**config.mk**
```make
export PLATFORM = sky130hd
export DESIGN_NAME = fb_arbiter
export DESIGN_NICKNAME = d
export VERILOG_FILES = /design/src/rtl/fb_arb_pkg.sv /design/src/rtl/fb_arb_ctrl.sv /design/src/rtl/fb_arb_dpath.sv /design/src/rtl/fb_arbiter.sv
export SDC_FILE = /design/constraint.sdc
export NUM_CORES = 1
export LEC_CHECK = 0
export BUFFER_PORTS_ARGS = -buffer_cell sky130_fd_sc_hd__buf_2
export CAP_MARGIN = 20
export CELL_PAD_IN_SITES_DETAIL_PLACEMENT = 1
export CELL_PAD_IN_SITES_GLOBAL_PLACEMENT = 2
export CORE_MARGIN = 3
export CORE_UTILIZATION = 30
export DETAILED_ROUTE_END_ITERATION = 10
export PLACE_DENSITY = 0.83
export SYNTH_ARGS = -nofsm -noshare
export SYNTH_HDL_FRONTEND = slang
export SYNTH_HIERARCHICAL = 1
export SYNTH_SLANG_ARGS = --single-unit
```
**constraint.sdc**
```tcl
create_clock -name clk -period 2.6 [get_ports clk]
set_clock_uncertainty 0.05 [all_clocks]
set_input_delay 0 -clock clk [delete_from_list [all_inputs] [get_ports clk]]
set_output_delay 0 -clock clk [all_outputs]
set_load 0.03 [all_outputs]
```
**src/rtl/fb_arb_pkg.sv**
```systemverilog
package fb_arb_pkg;

  typedef enum logic [2:0] {
    CMD_NOP       = 3'd0,
    CMD_PRECHARGE = 3'd1,
    CMD_REFRESH   = 3'd2,
    CMD_LOAD_MODE = 3'd3,
    CMD_SET_TIMER = 3'd4,
    CMD_WRITE     = 3'd5,
    CMD_READ      = 3'd6
  } memCmd_e;

  typedef enum logic [1:0] {
    ADDR_INIT = 2'd0,
    ADDR_WR   = 2'd1,
    ADDR_RD   = 2'd2
  } addrSel_e;

  typedef struct packed {
    logic     wrRewind;
    logic     wrAdvance;
    logic     rdAdvance;
    logic     rdBeat;
    addrSel_e addrSel;
  } ctrlStrobe_t;

endpackage

```
**src/rtl/fb_arb_ctrl.sv**
```systemverilog
module fb_arb_ctrl
  import fb_arb_pkg::*;
#(
  parameter int ADDR_W           = 22,
  parameter int BURST_LEN        = 8,
  parameter int MODE_WORD        = 'h033,
  parameter int REFRESH_INTERVAL = 390
) (
  input  logic              clk,
  input  logic              rstN,
  input  logic              inFrameStart,
  input  logic              inFifoAlmostFull,
  input  logic              outFifoAlmostEmpty,
  input  logic              memBusy,
  input  logic              memAck,
  input  logic              memRdValid,
  output logic              memCmdValid,
  output logic [2:0]        memCmd,
  output logic [ADDR_W-1:0] initAddr,
  output logic              inFifoPop,
  output logic              initBusy,
  output ctrlStrobe_t       strobe
);

  localparam int INIT_STEPS = 5;
  localparam int BEAT_W = (BURST_LEN > 1) ? $clog2(BURST_LEN) : 1;
  localparam logic [BEAT_W-1:0] LAST_BEAT = BEAT_W'(BURST_LEN - 1);

  typedef enum logic [2:0] {
    ST_INIT_GAP, ST_INIT_REQ, ST_IDLE, ST_WR_REQ, ST_WR_DATA, ST_RD_REQ, ST_RD_DATA
  } state_e;

  state_e            state, stateNext;
  logic [2:0]        initIdx;
  logic [BEAT_W-1:0] beatCnt;
  logic              restartPend;
  memCmd_e           initCmd;

  always_comb begin
    initCmd  = CMD_NOP;
    initAddr = '0;
    case (initIdx)
      3'd0:      initCmd = CMD_PRECHARGE;
      3'd1,
      3'd2:      initCmd = CMD_REFRESH;
      3'd3: begin
        initCmd  = CMD_LOAD_MODE;
        initAddr = ADDR_W'(MODE_WORD);
      end
      3'd4: begin
        initCmd  = CMD_SET_TIMER;
        initAddr = ADDR_W'(REFRESH_INTERVAL);
      end
      default: initCmd = CMD_NOP;
    endcase
  end

  always_comb begin
    stateNext = state;
    case (state)
      ST_INIT_GAP: if (!memBusy)
                     stateNext = (initIdx == 3'(INIT_STEPS)) ? ST_IDLE : ST_INIT_REQ;
      ST_INIT_REQ: if (memAck) stateNext = ST_INIT_GAP;
      ST_IDLE: if (!memBusy) begin
                 if (outFifoAlmostEmpty)    stateNext = ST_RD_REQ;
                 else if (inFifoAlmostFull) stateNext = ST_WR_REQ;
               end
      ST_WR_REQ:  if (memAck) stateNext = ST_WR_DATA;
      ST_WR_DATA: if (beatCnt == LAST_BEAT) stateNext = ST_IDLE;
      ST_RD_REQ:  if (memAck) stateNext = ST_RD_DATA;
      ST_RD_DATA: if (memRdValid && beatCnt == LAST_BEAT) stateNext = ST_IDLE;
      default:    stateNext = ST_IDLE;
    endcase
  end

  always_ff @(posedge clk) begin
    if (!rstN) begin
      state       <= ST_INIT_GAP;
      initIdx     <= '0;
      beatCnt     <= '0;
      restartPend <= 1'b0;
    end else begin
      state <= stateNext;
      if (state == ST_INIT_REQ && memAck) initIdx <= initIdx + 3'd1;
      if (state == ST_WR_REQ || state == ST_RD_REQ) beatCnt <= '0;
      else if (state == ST_WR_DATA || (state == ST_RD_DATA && memRdValid))
        beatCnt <= beatCnt + 1'b1;
      if (state == ST_IDLE)  restartPend <= 1'b0;
      else if (inFrameStart) restartPend <= 1'b1;
    end
  end

  always_comb begin
    memCmdValid = (state == ST_INIT_REQ) || (state == ST_WR_REQ) || (state == ST_RD_REQ);
    case (state)
      ST_INIT_REQ: memCmd = initCmd;
      ST_WR_REQ:   memCmd = CMD_WRITE;
      ST_RD_REQ:   memCmd = CMD_READ;
      default:     memCmd = CMD_NOP;
    endcase
    inFifoPop        = (state == ST_WR_DATA);
    initBusy         = (state == ST_INIT_GAP) || (state == ST_INIT_REQ);
    strobe.wrRewind  = (state == ST_IDLE) && (restartPend || inFrameStart);
    strobe.wrAdvance = (state == ST_WR_REQ) && memAck;
    strobe.rdAdvance = (state == ST_RD_REQ) && memAck;
    strobe.rdBeat    = (state == ST_RD_DATA) && memRdValid;
    strobe.addrSel   = (state == ST_WR_REQ) ? ADDR_WR :
                       (state == ST_RD_REQ) ? ADDR_RD : ADDR_INIT;
  end

  AST_CMD_HOLD: assert property (@(posedge clk) disable iff (!rstN)
    memCmdValid && !memAck |=> memCmdValid && $stable(memCmd));

  AST_BUSY_NO_START: assert property (@(posedge clk) disable iff (!rstN)
    (state == ST_IDLE || state == ST_INIT_GAP) && memBusy |=> !memCmdValid);

  AST_INIT_NO_DATA_CMD: assert property (@(posedge clk) disable iff (!rstN)
    initBusy && memCmdValid |-> memCmd != CMD_WRITE && memCmd != CMD_READ);

  AST_READ_FIRST: assert property (@(posedge clk) disable iff (!rstN)
    state == ST_IDLE && !memBusy && outFifoAlmostEmpty |=> memCmd == CMD_READ);

endmodule

```
**src/rtl/fb_arb_dpath.sv**
```systemverilog
module fb_arb_dpath
  import fb_arb_pkg::*;
#(
  parameter int DATA_W      = 16,
  parameter int ADDR_W      = 22,
  parameter int BURST_LEN   = 8,
  parameter int FRAME_WORDS = 393216,
  parameter int FRAME_BASE  = 0
) (
  input  logic              clk,
  input  logic              rstN,
  input  ctrlStrobe_t       strobe,
  input  logic [ADDR_W-1:0] initAddr,
  input  logic [DATA_W-1:0] memRdData,
  input  logic              dispRead,
  input  logic              outFifoEmpty,
  output logic [ADDR_W-1:0] memAddr,
  output logic              outFifoPush,
  output logic [DATA_W-1:0] outFifoData,
  output logic              underrun
);

  localparam int OFF_W = $clog2(FRAME_WORDS);
  localparam logic [OFF_W-1:0] LAST_OFF = OFF_W'(FRAME_WORDS - BURST_LEN);
  localparam logic [OFF_W-1:0] STEP     = OFF_W'(BURST_LEN);
  localparam logic [ADDR_W-1:0] BASE    = ADDR_W'(FRAME_BASE);

  logic [OFF_W-1:0] wrOff, rdOff;

  function automatic logic [OFF_W-1:0] nextOff(input logic [OFF_W-1:0] off);
    return (off == LAST_OFF) ? '0 : off + STEP;
  endfunction

  always_ff @(posedge clk) begin
    if (!rstN) begin
      wrOff       <= '0;
      rdOff       <= '0;
      outFifoPush <= 1'b0;
      outFifoData <= '0;
      underrun    <= 1'b0;
    end else begin
      if (strobe.wrRewind)       wrOff <= '0;
      else if (strobe.wrAdvance) wrOff <= nextOff(wrOff);
      if (strobe.rdAdvance)      rdOff <= nextOff(rdOff);
      outFifoPush <= strobe.rdBeat;
      if (strobe.rdBeat) outFifoData <= memRdData;
      if (dispRead && outFifoEmpty) underrun <= 1'b1;
    end
  end

  always_comb begin
    case (strobe.addrSel)
      ADDR_WR: memAddr = BASE + ADDR_W'(wrOff);
      ADDR_RD: memAddr = BASE + ADDR_W'(rdOff);
      default: memAddr = initAddr;
    endcase
  end

  AST_ADDR_IN_FRAME: assert property (@(posedge clk) disable iff (!rstN)
    strobe.addrSel != ADDR_INIT |->
      memAddr >= BASE && memAddr <= BASE + ADDR_W'(LAST_OFF));

  AST_UNDERRUN_STICKY: assert property (@(posedge clk) disable iff (!rstN)
    underrun |=> underrun);

  AST_UNDERRUN_SET: assert property (@(posedge clk) disable iff (!rstN)
    dispRead && outFifoEmpty |=> underrun);

endmodule

```
**src/rtl/fb_arbiter.sv**
```systemverilog
module fb_arbiter
  import fb_arb_pkg::*;
#(
  parameter int DATA_W           = 16,
  parameter int ADDR_W           = 22,
  parameter int BURST_LEN        = 8,
  parameter int FRAME_WORDS      = 393216,
  parameter int FRAME_BASE       = 0,
  parameter int MODE_WORD        = 'h033,
  parameter int REFRESH_INTERVAL = 390
) (
  input  logic              clk,
  input  logic              rstN,
  input  logic              inFrameStart,
  input  logic              inFifoAlmostFull,
  input  logic [DATA_W-1:0] inFifoData,
  output logic              inFifoPop,
  output logic [DATA_W-1:0] memWrData,
  output logic              memWrValid,
  input  logic              outFifoAlmostEmpty,
  input  logic              outFifoEmpty,
  input  logic              dispRead,
  output logic              outFifoPush,
  output logic [DATA_W-1:0] outFifoData,
  output logic              underrun,
  input  logic              memBusy,
  output logic              memCmdValid,
  output logic [2:0]        memCmd,
  output logic [ADDR_W-1:0] memAddr,
  input  logic              memAck,
  input  logic              memRdValid,
  input  logic [DATA_W-1:0] memRdData
);

  ctrlStrobe_t       strobe;
  logic [ADDR_W-1:0] initAddr;
  logic              initBusy;

  fb_arb_ctrl #(
    .ADDR_W(ADDR_W), .BURST_LEN(BURST_LEN),
    .MODE_WORD(MODE_WORD), .REFRESH_INTERVAL(REFRESH_INTERVAL)
  ) u_ctrl (
    .clk(clk), .rstN(rstN), .inFrameStart(inFrameStart),
    .inFifoAlmostFull(inFifoAlmostFull), .outFifoAlmostEmpty(outFifoAlmostEmpty),
    .memBusy(memBusy), .memAck(memAck), .memRdValid(memRdValid),
    .memCmdValid(memCmdValid), .memCmd(memCmd), .initAddr(initAddr),
    .inFifoPop(inFifoPop), .initBusy(initBusy), .strobe(strobe)
  );

  fb_arb_dpath #(
    .DATA_W(DATA_W), .ADDR_W(ADDR_W), .BURST_LEN(BURST_LEN),
    .FRAME_WORDS(FRAME_WORDS), .FRAME_BASE(FRAME_BASE)
  ) u_dpath (
    .clk(clk), .rstN(rstN), .strobe(strobe), .initAddr(initAddr),
    .memRdData(memRdData), .dispRead(dispRead), .outFifoEmpty(outFifoEmpty),
    .memAddr(memAddr), .outFifoPush(outFifoPush), .outFifoData(outFifoData),
    .underrun(underrun)
  );

  assign memWrData  = inFifoData;
  assign memWrValid = inFifoPop;

  AST_ADDR_HOLD: assert property (@(posedge clk) disable iff (!rstN)
    memCmdValid && !memAck |=> $stable(memAddr));

  AST_NO_DATA_IN_INIT: assert property (@(posedge clk) disable iff (!rstN)
    initBusy |-> !inFifoPop && !outFifoPush);

  AST_ONE_DIRECTION: assert property (@(posedge clk) disable iff (!rstN)
    !(inFifoPop && outFifoPush));

endmodule

```
==> results of run 1 <==
[worst max-delay path, cell delays in order (launching register included)]
cell      delay, ns
dfxtp_1        0.56
and3b_1        0.30
and2_1         0.17
and4_1         0.30
nand3_1        0.19
or4b_1         0.54
a21boi_0       0.16
[through the flow]
step                hold WS, ns  cells  power (mW)  area (µm²)  setup WS (ns)
floorplan                0.0817    438        1.29        3570          0.258
global placement        -0.0498    600        1.31        3810          0.326
detailed placement      -0.0498    600        1.32        3810          0.237
CTS                       0.154    651        2.68        4490          0.177
global route              0.228    651        2.76        4490         0.0909
finish                    0.170    651        2.64        4490          0.264
[timing repair]
item,in CTS,in global routing
resized for setup,0,1
endpoints found under the hold margin,35,0
hold buffers,36,0
endpoints found under the setup margin,0,1
[worst min path at each step]
stage	end	cells past startpoint	slack, ns	from
6_report	u_ctrl/state[2]$_SDFFE_PN0P_	5	0.17	outFifoAlmostEmpty
5_1_grt	u_ctrl/state[1]$_SDFFE_PN0P_	5	0.23	outFifoAlmostEmpty
4_1_cts	u_ctrl/state[2]$_SDFFE_PN0P_	5	0.15	outFifoAlmostEmpty
3_5_place_dp	memWrData[12]	0	-0.05	inFifoData[12]
3_3_place_gp	memWrData[12]	0	-0.05	inFifoData[12]
2_1_floorplan	memWrData[0]	1	0.08	inFifoData[0]
[cell type report]
class                      count  area share [%]
clock buffer                  11            5.41
multi-input combinational    310            43.7
sequential                    60            26.8
timing repair buffer         117            17.8
inverter                       9           0.752
clock inverter                 4            1.64
tap                          140            3.90
[flip-flops by register name (all words and copies together), names as in the netlist]
| signal | flops |
|---|---|
| u_ctrl/beatCnt | 3 |
| u_ctrl/initIdx | 3 |
| u_ctrl/restartPend | 1 |
| u_ctrl/state | 3 |
| u_dpath/outFifoData | 16 |
| u_dpath/outFifoPush | 1 |
| u_dpath/rdOff | 16 |
| u_dpath/underrun | 1 |
| u_dpath/wrOff | 16 |
[power by group]
part | switching, mW | leakage (nW) | internal (mW)
sequential | 0.0304 | 0.484 | 0.939
combinational | 0.248 | 1.19 | 0.160
clock | 0.405 | 0.156 | 0.859
total | 0.684 | 1.83 | 1.96
[per-layer routing]
metal | routed length, µm | share of wire [%]
met5 | 0 | 0
met4 | 167 | 1.7
met3 | 352 | 3.6
met2 | 4970 | 50
met1 | 4430 | 45
==> flow_summary_export.csv, run 1 <==
group,metric,value,unit
global_route,grt_max_degree,29,
timing,finalHoldViolations,0,
floorplanning,die_w,114,µm
clock_network,clock_latency,0.32,ns
placed_design,hpwl,6.99,mm
floorplanning,dieArea,0.0131,mm²
timing,clock.fmax,428,MHz
worst_setup_path,critPathMaxFanout,13,
route,vias,3206,
cells_and_area,nNetsFinal,560,
worst_setup_path,r2r_slack,0.26,ns
route,finalWirelength,9.91,mm
worst_setup_path,crit_end,"u_dpath/rdOff[18]$_SDFFE_PN0P_",
timing,setup_tns,0,ns
pwr,vdd_drop_max,0.250,mV
run_status,outcome,"finished, final reports clean",
global_route,grt_usage,15.6,%
global_route,first_global_vias,3422,
floorplanning,coreArea,0.0111,mm²
global_route,antenna_found_initial,0,
clock_network,path_clk_slew,0.05,ns
global_route,use_met2,27.6,%
worst_setup_path,r2r_start,"u_ctrl/state[2]$_SDFFE_PN0P_",
clock_network,post_cts_buffers,0,
cells_and_area,area_growth,27.7,%
floorplanning,initial_core_util,31.6,%
global_route,top_usage_layer,"met2",
cells_and_area,post-route-util,40.4,%
worst_setup_path,rr_endpoint,"u_dpath/rdOff[18]$_SDFFE_PN0P_",
cells_and_area,final_cell_mix,"buf_2, dfxtp_1, dlygate4sd3_1, nand2_1, nor2_1",
cells_and_area,multiInputGateArea,0.00196,mm²
worst_setup_path,required,2.79,ns
placed_design,place.gp.congestion,0.829,
worst_setup_path,criticalPathCategory,"reg2reg",
route,drtAntennaViolNets,0,
cells_and_area,fill_cells,1352,
timing,fin_crit_sh,89.8,%
clock_network,cts_tree,"yes",
global_route,overflow,0,
timing,slew_viol_final,0,
logic_synthesis,yosys_warnings,6,
logic_synthesis,syn_inst,424,
route,firstDrtPassIters,4,
pwr,powerDensity,588,mW/mm²
clock_network,cts.sinks,60,
route,drtIter0Drc,141,
worst_setup_path,critPathLaunch,"u_ctrl/state[2]$_SDFFE_PN0P_",
logic_synthesis,syn_area_per_cell,8.30,µm²
cells_and_area,final_common_cell,"buf_2",
route,vias_per_cell,4.92,
timing,setup_viol,0,
min_path,worst_hold_path_type,"in2reg",
floorplanning,ioPinCount,104,
logic_synthesis,synth.cell_area,0.00352,mm²
floorplanning,die_h,114,µm
flow_run,cap_viol_max_count,0,
clock_network,cts_buffers,9,
placed_design,io_buffers,68,
worst_setup_path,critPathCaptureType,"flop",
route,avgRoutedWirePerCell,15.2,µm
global_route,met1_usage,19.1,%
pwr,p_leak,1.83,nW
timing,rsz0062_at_grt,"no",
clock_network,clock_path_buffers,2,
global_route,grt_pass1_wl,16.5,mm
route,drc_errors,0,
worst_setup_path,cp-start-kind,"flop",
floorplanning,rows,38,
timing,layout_min_cycle_time,2.34,ns
cells_and_area,seq_area,0.00120,mm²
worst_setup_path,cp_data_arrival_time,2.53,ns
cells_and_area,drive_gt1_share,20.2,%
clock_network,h-tree-depth,3,
clock_network,root_buffer,"clkbuf_16",
global_route,use_met3,2.54,%
worst_setup_path,rr_worst_depth,6,
cells_and_area,diodes,0,
No activity file was read; power rests on OpenSTA's default activity.
==> inputs of run 2 (changes only) <==
CTS_BUF_LIST = sky130_fd_sc_hd__clkbuf_8   (was not set)
CTS_CLUSTER_DIAMETER = 150   (was not set)
CTS_CLUSTER_SIZE = 28   (was not set)
==> run 2 against run 1 <==
Against the previous run: first-iteration DRC count is 18% lower; global-route usage is 0.068 points higher; critical path type is now reg2out; wire length is 0.94% higher; critical path depth is 1 higher; register-to-register slack hardly changed; setup slack better by 0.00098 ns; die area stayed put; via count is 0.22% lower; non-clock buffer count stayed put; cell area is 2.3% lower.
==> flow_summary_export.csv, run 2 (synthesized netlist as in run 1, its figures left out) <==
group,metric,value,unit
run_status,outcome,"finished, final reports clean",
pwr,power,2.31,mW
timing,setup_tns,0,ns
worst_setup_path,path_buf_inv,4,
worst_setup_path,critPathMaxFanout,25,
cells_and_area,reg_top3,"u_dpath/outFifoData x16, u_dpath/rdOff x16, u_dpath/wrOff x16",
route,firstDrtPassIters,4,
placed_design,hpwl,6.99,mm
placed_design,io_buffers,68,
floorplanning,ioPinCount,104,
clock_network,clock_latency,0.34,ns
worst_setup_path,cp_cell_sequence,"and3b_1, inv_1, ha_1, buf_4, buf_4, o21ai_0, buf_2",
worst_setup_path,slowest_stage,"dfxtp_1",
clock_network,cts_buffers,9,
pwr,powerDensity,527,mW/mm²
clock_network,clock_path_buffers,2,
worst_setup_path,critPathCaptureType,"primary output",
min_path,worst_hold_path_type,"in2reg",
cells_and_area,drive_gt1_share,20.2,%
placed_design,place.gp.congestion,0.829,
route,drtAntennaViolNets,0,
global_route,overflow,0,
timing,hold_ws,0.148,ns
global_route,grt_max_degree,29,
route,drtIter0Drc,116,
global_route,first_global_vias,3388,
clock_network,h-tree-depth,3,
worst_setup_path,rr_endpoint,"u_dpath/rdOff[18]$_SDFFE_PN0P_",
floorplanning,die_h,114,µm
cells_and_area,nNetsFinal,560,
worst_setup_path,critical_path.top_delay_family,"buffers and inverters",
worst_setup_path,r2r_start,"u_ctrl/state[2]$_SDFFE_PN0P_",
worst_setup_path,critPathMaxStageDelay,0.56,ns
clock_network,cts.sinks,60,
worst_setup_path,cp_data_arrival_time,2.28,ns
placed_design,dp_slack,0.237,ns
worst_setup_path,criticalPathCategory,"reg2out",
floorplanning,rows,38,
worst_setup_path,required,2.55,ns
route,avgRoutedWirePerCell,15.4,µm
clock_network,root_buffer,"clkbuf_8",
worst_setup_path,path_common_cell,"buf_4",
timing,slew_viol_final,0,
worst_setup_path,r2r_slack,0.27,ns
route,vias_per_cell,4.91,
cells_and_area,final_cell_mix,"buf_2, dfxtp_1, dlygate4sd3_1, nand2_1, nor2_1",
timing,clock.fmax,428,MHz
floorplanning,dieArea,0.0131,mm²
min_path,hold_path_depth,5,
timing,finalHoldViolations,0,
worst_setup_path,rr_worst_depth,6,
global_route,grt_usage,15.7,%
floorplanning,coreArea,0.0111,mm²
flow_run,cap_viol_max_count,0,
pwr,p_leak,1.78,nW
cells_and_area,final_common_cell,"buf_2",
clock_network,path_clk_slew,0.06,ns
pwr,vdd_drop_max,0.256,mV
timing,fin_crit_sh,89.8,%
timing,setup_viol,0,
cells_and_area,diodes,0,
route,finalWirelength,10.0,mm
floorplanning,initial_core_util,31.6,%
timing,setup_ws,0.265,ns
floorplanning,die_w,114,µm
clock_network,cts_tree,"yes",
timing,rsz0062_at_grt,"no",
min_path,min_from,"outFifoAlmostEmpty",
timing,layout_min_cycle_time,2.33,ns
global_route,antenna_found_initial,0,
min_path,whs_endpoint,"u_ctrl/state[2]$_SDFFE_PN0P_",
route,vias,3199,
cells_and_area,post-route-util,39.5,%
worst_setup_path,cp-start-kind,"flop",
route,drc_errors,0,
global_route,grt_pass1_wl,16.5,mm
cells_and_area,area_growth,24.8,%
==> run 2: changes by cell type in the layout (fill, tap and decap cells not counted) <==
| cell | change |
|---|---|
| clkbuf_1 | -1 |
| clkbuf_8 | +9 |
| inv_1 | +1 |
| clkbuf_16 | -9 |
==> run 2: worst register-to-register path, cell delays in order (launching register included) <==
cell and delay (ns):
dfxtp_1 0.56, and3b_1 0.30, and2_1 0.17, and4_1 0.30, nand3_1 0.19, or4b_1 0.54
a21boi_0 0.16
==> run 2: worst max path at each step <==
stage / from / to / slack, ns / depth (start not counted)
floorplan: u_ctrl/state[2]$_SDFFE_PN0P_ / memAddr[10] / 0.26 / 8
global placement: u_ctrl/state[0]$_SDFFE_PN0P_ / u_dpath/wrOff[18]$_SDFFE_PP0P_ / 0.33 / 6
detailed placement: u_ctrl/state[0]$_SDFFE_PN0P_ / u_dpath/wrOff[18]$_SDFFE_PP0P_ / 0.24 / 6
CTS: u_ctrl/state[0]$_SDFFE_PN0P_ / memAddr[14] / 0.15 / 7
global route: u_ctrl/state[2]$_SDFFE_PN0P_ / memAddr[15] / 0.09 / 6
finish: u_ctrl/state[2]$_SDFFE_PN0P_ / memAddr[14] / 0.27 / 7
==> run 2: repair_timing <==
item / 4_1_cts / 5_1_grt
resized for setup: 0 / 1
hold buffers: 36 / 0
endpoints found under the setup margin: 0 / 1
setup buffers: 0 / 0
hold endpoints to repair: 39 / 0
==> run 2: metrics by stage <==
stage	area [µm²]	instances
final	4390	651
after global routing	4390	651
after CTS	4390	651
after detailed placement	3810	600
after global placement	3810	600
after floorplan	3570	438
==> run 2: report_power, final <==
part / total (mW) / leakage, nW / switching, mW / internal, mW
Combinational: 0.407 / 1.19 / 0.247 / 0.160
Clock: 0.938 / 0.114 / 0.381 / 0.557
Sequential: 0.967 / 0.484 / 0.0296 / 0.937
Total: 2.31 / 1.78 / 0.658 / 1.65
==> run 2: area by class of cell <==
cell class | count | area [µm²]
clock buffer | 10 | 138
clock inverter | 5 | 77.6
fill | 1361 | 6740
inverter | 9 | 33.8
multi-input combinational | 310 | 1960
sequential | 60 | 1200
tap | 140 | 175
timing repair buffer | 117 | 798
==> run 2: layer usage <==
metal | part of all wire (%) | GRT usage, % | up-vias
li1 | - | - | 1569
met3 | 3.8 | 2.22 | 17
met2 | 51 | 28.0 | 75
met4 | 2.0 | 6.02 | 0
met5 | 0 | 0 | -
met1 | 44 | 19.0 | 1538
==> inputs of run 3 (changes only) <==
CORE_UTILIZATION = 33   (was 30)
PLACE_DENSITY = 0.9   (was 0.83)
clock period = 2.8 ns   (was 2.6 ns; I/O delays follow)
==> run 3 against run 2 <==
Against the previous run: cell area fell by 0.57%; via count decreased by 0.34%; count of clock-buffer cells in the layout fell by 1; flip-flop and latch count unchanged; first-iteration DRC count is 27% higher; setup slack gained 0.015 ns; non-clock buffer count shrank 6; cell count down 1.4%; hold slack lost 0.032 ns; clock power rose by 2%; die area is 8.6% lower; largest cell class unchanged; highest routed layer unchanged.
==> flow_summary_export.csv, run 3 (synthesized netlist as in run 1, its figures left out) <==
group,metric,value,unit
run_status,outcome,"finished, final reports clean",
cells_and_area,final_common_cell,"buf_2",
cells_and_area,drive_gt1_share,19.4,%
clock_network,post_cts_buffers,0,
route,drtIter0Drc,147,
placed_design,hpwl,6.94,mm
cells_and_area,instances_no_fill,642,
clock_network,cts.sinks,60,
route,drtAntennaViolNets,0,
timing,fin_crit_sh,90.0,%
timing,setup_ws,0.280,ns
pwr,intPower,1.61,mW
cells_and_area,final_cell_mix,"buf_2, dfxtp_1, dlygate4sd3_1, nand2_1, nor2_1",
clock_network,root_buffer,"clkbuf_8",
min_path,worst_hold_path_type,"in2reg",
pwr,seqPwrFrac,40.2,%
pwr,power,2.23,mW
pwr,pwr-share-clk,42.8,%
timing,setup_tns,0,ns
timing,rsz0062_at_grt,"no",
timing,finalHoldViolations,0,
pwr,swShare,27.9,%
clock_network,clock_latency,0.34,ns
floorplanning,dieArea,0.0119,mm²
clock_network,clock_path_buffers,2,
route,finalWirelength,9.90,mm
clock_network,cts_buffers,9,
placed_design,io_buffers,68,
floorplanning,initial_core_util,34.1,%
route,drc_errors,0,
timing,clock.fmax,397,MHz
route,firstDrtPassIters,4,
cells_and_area,stdcell_area,0.00436,mm²
global_route,antenna_found_initial,0,
timing,layout_min_cycle_time,2.52,ns
route,avgRoutedWirePerCell,15.4,µm
pwr,p_leak,1.77,nW
pwr,vdd_drop_max,0.247,mV
cells_and_area,nNetsFinal,554,
floorplanning,ioPinCount,104,
placed_design,place.gp.congestion,0.817,
timing,setup_viol,0,
flow_run,cap_viol_max_count,0,
clock_network,path_clk_slew,0.07,ns
timing,tightest_slew,0.636,ns
floorplanning,die_h,109,µm
worst_setup_path,cp-start-kind,"flop",
cells_and_area,area_growth,24.1,%
global_route,first_global_vias,3256,
pwr,power_frac_comb,17.0,%
worst_setup_path,required,3.01,ns
clock_network,cts_tree,"yes",
timing,hold_ws,0.116,ns
pwr,power_switching,623,µW
floorplanning,coreArea,0.0103,mm²
pwr,powerDensity,511,mW/mm²
worst_setup_path,critPathCaptureType,"flop",
timing,slew_viol_final,0,
worst_setup_path,critPathMaxFanout,13,
global_route,overflow,0,
global_route,grt_usage,17.1,%
route,vias,3188,
floorplanning,die_w,109,µm
global_route,grt_pass1_wl,16.1,mm
cells_and_area,reg_top3,"u_dpath/outFifoData x16, u_dpath/rdOff x16, u_dpath/wrOff x16",
worst_setup_path,cp_data_arrival_time,2.73,ns
timing,relSlewSlack,57.6,%
placed_design,dp_slack,0.286,ns
placed_design,dp.cells,590,
clock_network,h-tree-depth,3,
floorplanning,rows,37,
cells_and_area,diodes,0,
cells_and_area,post-route-util,42.3,%
route,vias_per_cell,4.97,
global_route,grt_max_degree,39,
placed_design,placed_area,0.00376,mm²
worst_setup_path,criticalPathCategory,"reg2reg",
run 3: changes by cell type in the layout (fill, tap and decap cells not counted):
cell	before	now
bufinv_16	2	3
clkinv_4	1	2
buf_4	13	7
clkbuf_8	10	9
run 3: repair_timing:
| item | 4_1_cts | 5_1_grt |
|---|---|---|
| setup endpoints to repair | 0 | 1 |
| gates resized for setup | 0 | 1 |
| hold endpoints to repair | 39 | 0 |
| hold buffers | 36 | 0 |
run 3: metal layers:
layer  global-route usage, %  wire, µm  share of wire (%)
met5                       0         0                  0
met4                    6.32       171                1.7
met2                    29.4      5040                 51
met3                    3.08       525                5.3
met1                    21.2      4170                 42
run 3: power by group through the flow:
stage	sequential (mW)	clock, mW	combinational [mW]
after global placement	0.910	0	0.302
after global routing	0.900	1.02	0.415
after detailed placement	0.913	0	0.312
after floorplan	0.900	0	0.302
after CTS	0.893	0.979	0.381
final	0.896	0.956	0.380
run 3: cell type report:
class / count / area, µm²
fill: 1230 / 5960
inverter: 9 / 33.8
clock inverter: 7 / 116
tap: 136 / 170
timing repair buffer: 111 / 753
sequential: 60 / 1200
multi-input combinational: 310 / 1960
clock buffer: 9 / 124
run 3: path summary, 6_finish.rpt:
kind                                                     start  slack (ns)                              to  depth (start not counted)
worst max-delay path              u_ctrl/state[2]$_SDFFE_PN0P_        0.28  u_dpath/rdOff[18]$_SDFFE_PN0P_                          6
worst min-delay path                        outFifoAlmostEmpty        0.12    u_ctrl/state[2]$_SDFFE_PN0P_                          5
worst max register to register    u_ctrl/state[2]$_SDFFE_PN0P_        0.28  u_dpath/rdOff[18]$_SDFFE_PN0P_                          6
worst min register to register  u_ctrl/beatCnt[1]$_SDFFE_PP0P_        0.46  u_ctrl/beatCnt[1]$_SDFFE_PP0P_                          2
run 3: critical path, cell delays in order, from the launching register on:
cell	delay, ns
dfxtp_1	0.53
and3b_1	0.30
and2_1	0.30
and4_1	0.35
nand3_1	0.19
or4b_1	0.52
a21boi_0	0.19
